==> config.mk <==
export PLATFORM = sky130hd
export DESIGN_NAME = gated_timer16
export DESIGN_NICKNAME = d
export VERILOG_FILES = /design/src/rtl/tmr_pkg.sv /design/src/rtl/tmr_clk_select.sv /design/src/rtl/tmr_gate_fsm.sv /design/src/rtl/tmr_prescale.sv /design/src/rtl/gated_timer16.sv
export SDC_FILE = /design/constraint.sdc
export NUM_CORES = 1
export LEC_CHECK = 0
export BUFFER_PORTS_ARGS = -buffer_cell sky130_fd_sc_hd__buf_2
export CAP_MARGIN = 5
export CORE_ASPECT_RATIO = 0.7
export CORE_UTILIZATION = 42
export DETAILED_ROUTE_END_ITERATION = 10
export PLACE_DENSITY = 0.57
export SYNTH_ARGS = -nofsm -noshare
export SYNTH_HDL_FRONTEND = slang
export SYNTH_SLANG_ARGS = --single-unit
export TNS_END_PERCENT = 100
==> constraint.sdc <==
create_clock -name clk -period 3.05 [get_ports clk]
set_input_delay 0.61 -clock clk [delete_from_list [all_inputs] [get_ports clk]]
set_output_delay 0.61 -clock clk [all_outputs]
set_load 0.01 [all_outputs]
==> src/rtl/tmr_pkg.sv <==
package tmr_pkg;
    localparam int CNT_W  = 16;
    localparam int BYTE_W = 8;

    localparam logic [1:0] A_CTRL = 2'd0;
    localparam logic [1:0] A_LOW  = 2'd1;
    localparam logic [1:0] A_HIGH = 2'd2;
    localparam logic [1:0] A_AUX  = 2'd3;

    localparam int B_ON     = 0;
    localparam int B_EXT    = 1;
    localparam int B_BYPASS = 2;
    localparam int B_OSC    = 3;
    localparam int B_PS_LO  = 4;
    localparam int B_PS_HI  = 5;
    localparam int B_GEN    = 6;
    localparam int B_GLVL   = 7;

    localparam int X_FLAG = 0;
    localparam int X_IE   = 1;
    localparam int X_GSEL = 2;

    typedef enum logic [1:0] {
        ST_OFF   = 2'd0,
        ST_RUN   = 2'd1,
        ST_PAUSE = 2'd2
    } gate_state_e;
endpackage

==> src/rtl/tmr_clk_select.sv <==
module tmr_clk_select #(
    parameter int TICK_DIV    = 4,
    parameter int SYNC_STAGES = 2
) (
    input  logic clk,
    input  logic rst_n,
    input  logic ext_pin_i,
    input  logic use_ext_i,
    input  logic bypass_i,
    output logic pulse_o
);
    localparam int TW = (TICK_DIV > 1) ? $clog2(TICK_DIV) : 1;
    localparam int CW = SYNC_STAGES + 1;

    logic [TW-1:0] tick_q;
    logic [CW-1:0] chain_q;
    logic          int_pulse;
    logic          edge_sync;
    logic          edge_raw;

    always_ff @(posedge clk or negedge rst_n) begin
        if (!rst_n) begin
            tick_q <= '0;
        end else if (tick_q == TW'(TICK_DIV - 1)) begin
            tick_q <= '0;
        end else begin
            tick_q <= tick_q + 1'b1;
        end
    end

    always_ff @(posedge clk or negedge rst_n) begin
        if (!rst_n) begin
            chain_q[0] <= 1'b0;
        end else begin
            chain_q[0] <= ext_pin_i;
        end
    end

    for (genvar i = 1; i < CW; i++) begin : g_chain
        always_ff @(posedge clk or negedge rst_n) begin
            if (!rst_n) begin
                chain_q[i] <= 1'b0;
            end else begin
                chain_q[i] <= chain_q[i-1];
            end
        end
    end

    always_comb begin
        int_pulse = (tick_q == TW'(TICK_DIV - 1));
        edge_sync = chain_q[CW-2] & ~chain_q[CW-1];
        edge_raw  = chain_q[0] & ~chain_q[1];
        if (use_ext_i) begin
            pulse_o = bypass_i ? edge_raw : edge_sync;
        end else begin
            pulse_o = int_pulse;
        end
    end


    sync_edge_chk: assert property (@(posedge clk) disable iff (!rst_n)
        edge_sync |-> $past(chain_q[0]));
endmodule

==> src/rtl/tmr_gate_fsm.sv <==
module tmr_gate_fsm
    import tmr_pkg::*;
(
    input  logic clk,
    input  logic rst_n,
    input  logic on_i,
    input  logic gate_en_i,
    input  logic gate_lvl_i,
    input  logic gate_sel_i,
    input  logic gate_pin_i,
    input  logic cmp_i,
    output logic run_o
);
    gate_state_e state_q;
    gate_state_e state_d;
    logic        gate_in;
    logic        gate_open;

    always_comb begin
        gate_in   = gate_sel_i ? cmp_i : gate_pin_i;
        gate_open = !gate_en_i || (gate_in == gate_lvl_i);
        state_d   = state_q;
        unique case (state_q)
            ST_OFF: begin
                if (on_i) begin
                    state_d = gate_open ? ST_RUN : ST_PAUSE;
                end
            end
            ST_RUN: begin
                if (!on_i) begin
                    state_d = ST_OFF;
                end else if (!gate_open) begin
                    state_d = ST_PAUSE;
                end
            end
            ST_PAUSE: begin
                if (!on_i) begin
                    state_d = ST_OFF;
                end else if (gate_open) begin
                    state_d = ST_RUN;
                end
            end
            default: state_d = ST_OFF;
        endcase
    end

    always_ff @(posedge clk or negedge rst_n) begin
        if (!rst_n) begin
            state_q <= ST_OFF;
        end else begin
            state_q <= state_d;
        end
    end

    always_comb begin
        run_o = (state_q == ST_RUN);
    end


    off_when_disabled_chk: assert property (@(posedge clk) disable iff (!rst_n)
        !on_i |=> !run_o);


    free_run_chk: assert property (@(posedge clk) disable iff (!rst_n)
        on_i && !gate_en_i |=> run_o);
endmodule

==> src/rtl/tmr_prescale.sv <==
module tmr_prescale #(
    parameter int SEL_W = 2
) (
    input  logic             clk,
    input  logic             rst_n,
    input  logic             clr_i,
    input  logic             pulse_i,
    input  logic [SEL_W-1:0] sel_i,
    output logic             step_o
);
    localparam int PW = (1 << SEL_W) - 1;

    logic [PW-1:0] pre_q;
    logic [PW-1:0] limit;

    always_comb begin
        limit  = PW'((32'd1 << sel_i) - 32'd1);
        step_o = pulse_i && (pre_q == limit);
    end

    always_ff @(posedge clk or negedge rst_n) begin
        if (!rst_n) begin
            pre_q <= '0;
        end else if (clr_i) begin
            pre_q <= '0;
        end else if (pulse_i) begin
            pre_q <= (pre_q == limit) ? '0 : pre_q + 1'b1;
        end
    end


    pre_hold_chk: assert property (@(posedge clk) disable iff (!rst_n)
        !clr_i && !pulse_i |=> $stable(pre_q));


    pre_clear_chk: assert property (@(posedge clk) disable iff (!rst_n)
        clr_i |=> pre_q == '0);
endmodule

==> src/rtl/gated_timer16.sv <==
module gated_timer16
    import tmr_pkg::*;
#(
    parameter int TICK_DIV    = 4,
    parameter int SYNC_STAGES = 2
) (
    input  logic       clk,
    input  logic       rst_n,
    input  logic       bus_we,
    input  logic [1:0] bus_addr,
    input  logic [7:0] bus_wdata,
    output logic [7:0] bus_rdata,
    input  logic       ext_clk_pin,
    input  logic       gate_pin,
    input  logic       cmp_level,
    output logic       irq
);
    localparam logic [CNT_W-1:0] CNT_MAX = '1;

    logic [BYTE_W-1:0] ctrl_q;
    logic [CNT_W-1:0]  cnt_q;
    logic              flag_q;
    logic              ie_q;
    logic              gsel_q;

    logic wr_ctrl, wr_low, wr_high, wr_aux, wr_cnt;
    logic src_pulse, run, step, wrap;

    always_comb begin
        wr_ctrl = bus_we && (bus_addr == A_CTRL);
        wr_low  = bus_we && (bus_addr == A_LOW);
        wr_high = bus_we && (bus_addr == A_HIGH);
        wr_aux  = bus_we && (bus_addr == A_AUX);
        wr_cnt  = wr_low || wr_high;
        wrap    = step && !wr_cnt && (cnt_q == CNT_MAX);
    end

    tmr_clk_select #(
        .TICK_DIV   (TICK_DIV),
        .SYNC_STAGES(SYNC_STAGES)
    ) u_src (
        .clk      (clk),
        .rst_n    (rst_n),
        .ext_pin_i(ext_clk_pin),
        .use_ext_i(ctrl_q[B_EXT]),
        .bypass_i (ctrl_q[B_BYPASS]),
        .pulse_o  (src_pulse)
    );

    tmr_gate_fsm u_fsm (
        .clk       (clk),
        .rst_n     (rst_n),
        .on_i      (ctrl_q[B_ON]),
        .gate_en_i (ctrl_q[B_GEN]),
        .gate_lvl_i(ctrl_q[B_GLVL]),
        .gate_sel_i(gsel_q),
        .gate_pin_i(gate_pin),
        .cmp_i     (cmp_level),
        .run_o     (run)
    );

    tmr_prescale #(
        .SEL_W(2)
    ) u_pre (
        .clk    (clk),
        .rst_n  (rst_n),
        .clr_i  (wr_ctrl || wr_cnt),
        .pulse_i(run && src_pulse),
        .sel_i  (ctrl_q[B_PS_HI:B_PS_LO]),
        .step_o (step)
    );

    always_ff @(posedge clk or negedge rst_n) begin
        if (!rst_n) begin
            ctrl_q <= '0;
        end else if (wr_ctrl) begin
            ctrl_q <= bus_wdata;
        end
    end

    always_ff @(posedge clk or negedge rst_n) begin
        if (!rst_n) begin
            cnt_q <= '0;
        end else if (wr_low) begin
            cnt_q[BYTE_W-1:0] <= bus_wdata;
        end else if (wr_high) begin
            cnt_q[CNT_W-1:BYTE_W] <= bus_wdata;
        end else if (step) begin
            cnt_q <= cnt_q + 1'b1;
        end
    end

    always_ff @(posedge clk or negedge rst_n) begin
        if (!rst_n) begin
            flag_q <= 1'b0;
            ie_q   <= 1'b0;
            gsel_q <= 1'b1;
        end else begin
            if (wr_aux) begin
                ie_q   <= bus_wdata[X_IE];
                gsel_q <= bus_wdata[X_GSEL];
            end
            if (wrap) begin
                flag_q <= 1'b1;
            end else if (wr_aux) begin
                flag_q <= bus_wdata[X_FLAG];
            end
        end
    end

    always_comb begin
        unique case (bus_addr)
            A_CTRL:  bus_rdata = ctrl_q;
            A_LOW:   bus_rdata = cnt_q[BYTE_W-1:0];
            A_HIGH:  bus_rdata = cnt_q[CNT_W-1:BYTE_W];
            default: bus_rdata = {5'b0, gsel_q, ie_q, flag_q};
        endcase
        irq = flag_q & ie_q;
    end


    cnt_stable_chk: assert property (@(posedge clk) disable iff (!rst_n)
        !wr_cnt && !step |=> $stable(cnt_q));


    overflow_flag_chk: assert property (@(posedge clk) disable iff (!rst_n)
        step && !wr_cnt && (cnt_q == CNT_MAX) |=> flag_q && (cnt_q == '0));


    flag_sticky_chk: assert property (@(posedge clk) disable iff (!rst_n)
        flag_q && !wr_aux |=> flag_q);


    off_no_step_chk: assert property (@(posedge clk) disable iff (!rst_n)
        !run |-> !step);
endmodule

; ---- Word-level counts from Yosys, hierarchy flattened
; Cells that the tools add are included.
[word_totals]
reg_bits = 37
wordCells = 79
output_inout_bits = 9
inputBits = 16
[classes]
muxes = 21
shifts = 1
addsub = 4
bitwise = 6
n_reduce_logical = 22
eq_ne = 13
[ops]
columns = operator, count
row1 = $mux 8, 3
row2 = $pmux 8 s3, 1
row3 = $add 16x1->16 const B, 1
row4 = $eq 16x16->1 const B, 1
row5 = $mux 16, 1
row6 = $mux 2, 7
row7 = $mux 3, 3
row8 = $eq 2x2->1 const B, 4
row9 = $logic_and 1x1->1, 8
row10 = $reduce_bool 2->1, 4
row11 = $pmux 2 s3, 1
row12 = $mux 1, 5
row13 = $eq 2x1->1 const B, 2
row14 = $logic_not 2->1, 2
row15 = $ne 2x2->1 const B, 2
row16 = $reduce_and 2->1, 2
row17 = $add 3x1->3 const B, 1
row18 = $and 1x1->1, 3
row19 = $eq 3x3->1, 1
row20 = $logic_or 1x1->1, 3
row21 = $ne 3x2->1 const B, 1
row22 = $ne 3x3->1 const B, 1
row23 = $not 1->1, 3
row24 = $reduce_and 3->1, 1
row25 = other kinds (5), 6

; ---- Logic depth before layout (Yosys ltp)
[depth]
ltp_word = 9
ltp_mapped = 7
ltp_nobuf = 7

; ---- By module
; Synthesis repeated with hierarchy kept, for this count alone.
[unflattened]
hier_cells = 226
hier_area_um2 = 2244.7
[by_module_without_submodules]
columns = mod, seq_area_each_um2, cells_per_inst, area_per_inst_um2, n_inst
row1 = gated_timer16, 676.9, 182, 1747.9, 1
row2 = tmr_prescale, 75.1, 24, 232.7, 1
row3 = tmr_clk_select, 125.1, 11, 167.7, 1
row4 = tmr_gate_fsm, 50.0, 9, 96.3, 1

; ---- Least setup slack after synthesis
; OpenSTA, ideal clock, no wires.
[synth_timing]
path_kind = input -> output
from = input bus_addr[1]
to = output bus_rdata[3]
required_time_ns = 2.440
arrival_time_ns = 1.605
n_path_buf = 2
stages = 4
path_slack_ns = 0.835
cell_sequence = clkbuf_1 > clkbuf_1 > mux2i_1 > o21ai_0
[synth_via]
elab_chain_cells = 2
elab_cells_between_ends = 4
cone_classes = eq/ne (2) / mux (1) / reduce/logical (1)
[synth_rtl]
columns = element, line
row1 = from (decl), gated_timer16.sv:10  ; input logic [1:0] bus_addr,
row2 = "$eq 2x2->1, or another cell as far along", gated_timer16.sv:112  ; unique case (bus_addr)
row3 = $pmux 8 s3 (*), gated_timer16.sv:112
row4 = to (decl), gated_timer16.sv:12  ; output logic [7:0] bus_rdata,
; Mark *: on every way between the ends. The rest lies on a longest branch, timed or not.

; ---- Worst setup path after layout
[layout_timing]
from = input bus_addr[0]
to = output bus_rdata[3]
; The elaborated chain is that of the path after synthesis.

==> impl_metrics.py <==
metrics = {
    "cells_and_area": {
        "finalInstanceArea_sq_um": 2440,
        "antenna_cells": 0,
        "drive_gt1_frac": 0.242,
        "final_common_cell": "dfrtp_1",
        "mostFrequentLayoutCells": "dfrtp_1, nand2_1, buf_2, nor2_1, mux2_2",
        "fillerInstances": 460,
        "finalNonFillerCells": 313,
        "syn2layout_area_growth_pct": 12.6,
        "multi_input_area_sq_um": 1170,
        "seq_area_sq_um": 927,
        "final_net_count": 262,
    },
    "power_and_ir_drop": {
        "pwr-share-seq": 0.486,
        "power_density_nw_per_um2": 610,
        "pwr-share-clk": 0.233,
        "p_switching_mw": 0.543,
        "switching_share": 0.365,
        "p_leak_nw": 1.01,
        "p_comb_frac": 0.281,
        "total_power_mw": 1.49,
        "p_int_mw": 0.944,
        "ir_drop_v": 0.000319,
    },
    "route": {
        "drt_drc_violations_left": 0,
        "drt-pass1-iter-count": 4,
        "initialDrtViolationCount": 184,
        "vias_per_cell": 5.89,
        "ant_nets": 0,
        "route.vias.total": 1845,
        "routed_wl_mm": 5.56,
        "wl_per_cell_um": 17.8,
    },
    "timing": {
        "tightest_slew_ps": 868,
        "hold_viol": 0,
        "relSlewSlack": 0.421,
        "rsz0062_at_grt": "false",
        "drv_slew": 0,
        "setup_tns_ps": 0,
        "finalSetupViolCount": 0,
        "period_minus_slack_ps": 2420,
        "worst_clock_skew_ps": 4.17,
        "max_freq_mhz": 413,
        "post-route-period-util": 0.794,
    },
    "floorplan": {
        "row_count": 21,
        "core_sq_um": 4860,
        "io_pins": 25,
        "start_util": 0.446,
        "die_x_um": 87.9,
        "die_area_sq_um": 5460,
        "chipHeight_um": 62.1,
    },
    "yosys": {
        "syn_nets": 237,
        "netlist_instances": 218,
        "synth_area_per_cell_sq_um": 9.94,
        "syn_area_sq_um": 2170,
        "ys_types": 51,
        "async_flop_share": 1.00,
        "synth_seq_area_share": 0.428,
        "synth-seq-cells": 37,
        "synth_edf_count": 0,
        "ys.flop_type": "dfrtp_1",
        "yosys_warnings": 0,
    },
    "global_routing": {
        "grt_pass1_vias": 1640,
        "grt_max_degree": 38,
        "antenna_found_initial": 0,
        "grtUsageMet3": 0.0452,
        "grt_overflow": 0,
        "grt_busiest_layer": "met1",
        "grt_pass1_wl_mm": 8.98,
        "grt_use_total": 0.223,
        "use_met2": 0.270,
        "grt_use_met1": 0.374,
    },
    "setup_path": {
        "critPathArrivalTime_ps": 1810,
        "crit_fanout": 18,
        "cp.required_ps": 2440,
        "start_kind": "input port",
        "cp-end-kind": "primary output",
        "crit_type": "in -> out",
    },
    "clocking": {
        "cts_htree_levels": 2,
        "cts_resized": 0,
        "clk_path_buf_depth": 2,
        "hold_buffers": 0,
        "cts-root-buf": "clkbuf_8",
        "cts_made_buffers": 5,
        "clkTransAtPathRegs_ps": 70,
        "cts.sinks": 37,
        "post_cts_buffers": 0,
        "cts_tree": "yes",
        "clk_latency_ps": 300,
    },
    "placed_design": {
        "placed_area_sq_um": 2360,
        "portBuffers": 24,
        "dp_cells": 305,
        "gp_congestion": 0.861,
        "dp_hpwl_mm": 3.98,
    },
    "worst_hold_path": {
        "hp-class": "reg -> reg",
    },
    "run": {
        "drv_cap": 0,
    },
    "status": {
        "status": "completed",
    },
}
sequential cells by signal, summed over array words and instances (netlist names):
signal         count
cnt_q             16
ctrl_q             8
u_pre.pre_q        3
u_src.chain_q      3
u_fsm.state_q      2
u_src.tick_q       2
flag_q             1
gsel_q             1
ie_q               1
synthesized netlist by cell type, drive strengths merged (4+ instances only):
master,n,area [sq um]
dfrtp,36,901
nor2,13,48.8
nand3,7,35.0
a21oi,7,38.8
inv,5,18.8
nand2,24,90.1
a211oi,7,52.6
clkbuf,8,30.0
mux2,10,113
nor3,7,45.0
o22ai,8,56.3
o21ai,12,60.1
nand2b,4,25.0
a311oi,5,43.8
and4,4,35.0
mux2i,7,70.1
nor4,4,40.0
xnor2,4,35.0
per-stage QoR:
stage               utilization  hold WS, ps  worst slack, ps
floorplan                     -          314              835
global placement          0.485          359              739
detailed placement        0.485          363              632
CTS                       0.502          380              659
global route              0.502          397              498
finish                    0.502          379              629
worst paths after layout:
path,slack [ps],to,startpoint,cells after the start
worst max-delay path,630,bus_rdata[3],bus_addr[0],6
worst max register to register,850,flag_q,ctrl_q[5],6
worst min register to register,380,u_src.chain_q[1],u_src.chain_q[0],0
min in group asynchronous,420,u_pre.pre_q[0],rst_n,1
worst min-delay path,380,u_src.chain_q[1],u_src.chain_q[0],0
max in group asynchronous,2090,cnt_q[11],rst_n,1
cell type report:
type / count / area share
Multi-Input combinational cell: 166 / 0.482
Sequential cell: 37 / 0.380
Timing Repair Buffer: 28 / 0.0615
Tap cell: 69 / 0.0354
Clock buffer: 6 / 0.0297
Inverter: 5 / 0.00769
Clock inverter: 2 / 0.00410
power groups by stage:
| stage | Combinational [mW] | Sequential, mW | Clock [mW] |
|---|---|---|---|
| 2_1_floorplan | 0.324 | 0.680 | 0 |
| 3_3_place_gp | 0.417 | 0.730 | 0 |
| 3_5_place_dp | 0.418 | 0.728 | 0 |
| 4_1_cts | 0.420 | 0.719 | 0.353 |
| 5_1_grt | 0.467 | 0.739 | 0.373 |
| 6_report | 0.418 | 0.723 | 0.347 |
routing by layer:
metal	part of all wire	wire length (um)	up-vias
li1	-	-	874
met1	0.53	2950	908
met2	0.40	2240	57
met3	0.055	307	6
met4	0.011	63	0
met5	0	0	-
cells by family (layout without fill, tap and decap cells):
family,count (synthesis),count (layout),synth area share
xor gates and xnor gates,5,5,0.0202
AOI/OAI and AO/OA,53,53,0.170
muxes,20,20,0.115
buffers and inverters,15,41,0.0300
DFF,37,37,0.428
adders and majority gates,3,3,0.0173
and+or+nand+nor,85,85,0.219
critical path: stages:
cell     delay (ps)
buf_2           300
inv_2           110
nor2_1          370
nand2_1          90
o21ai_0         130
buf_2           190
No activity file was read; power rests on OpenSTA's default activity.
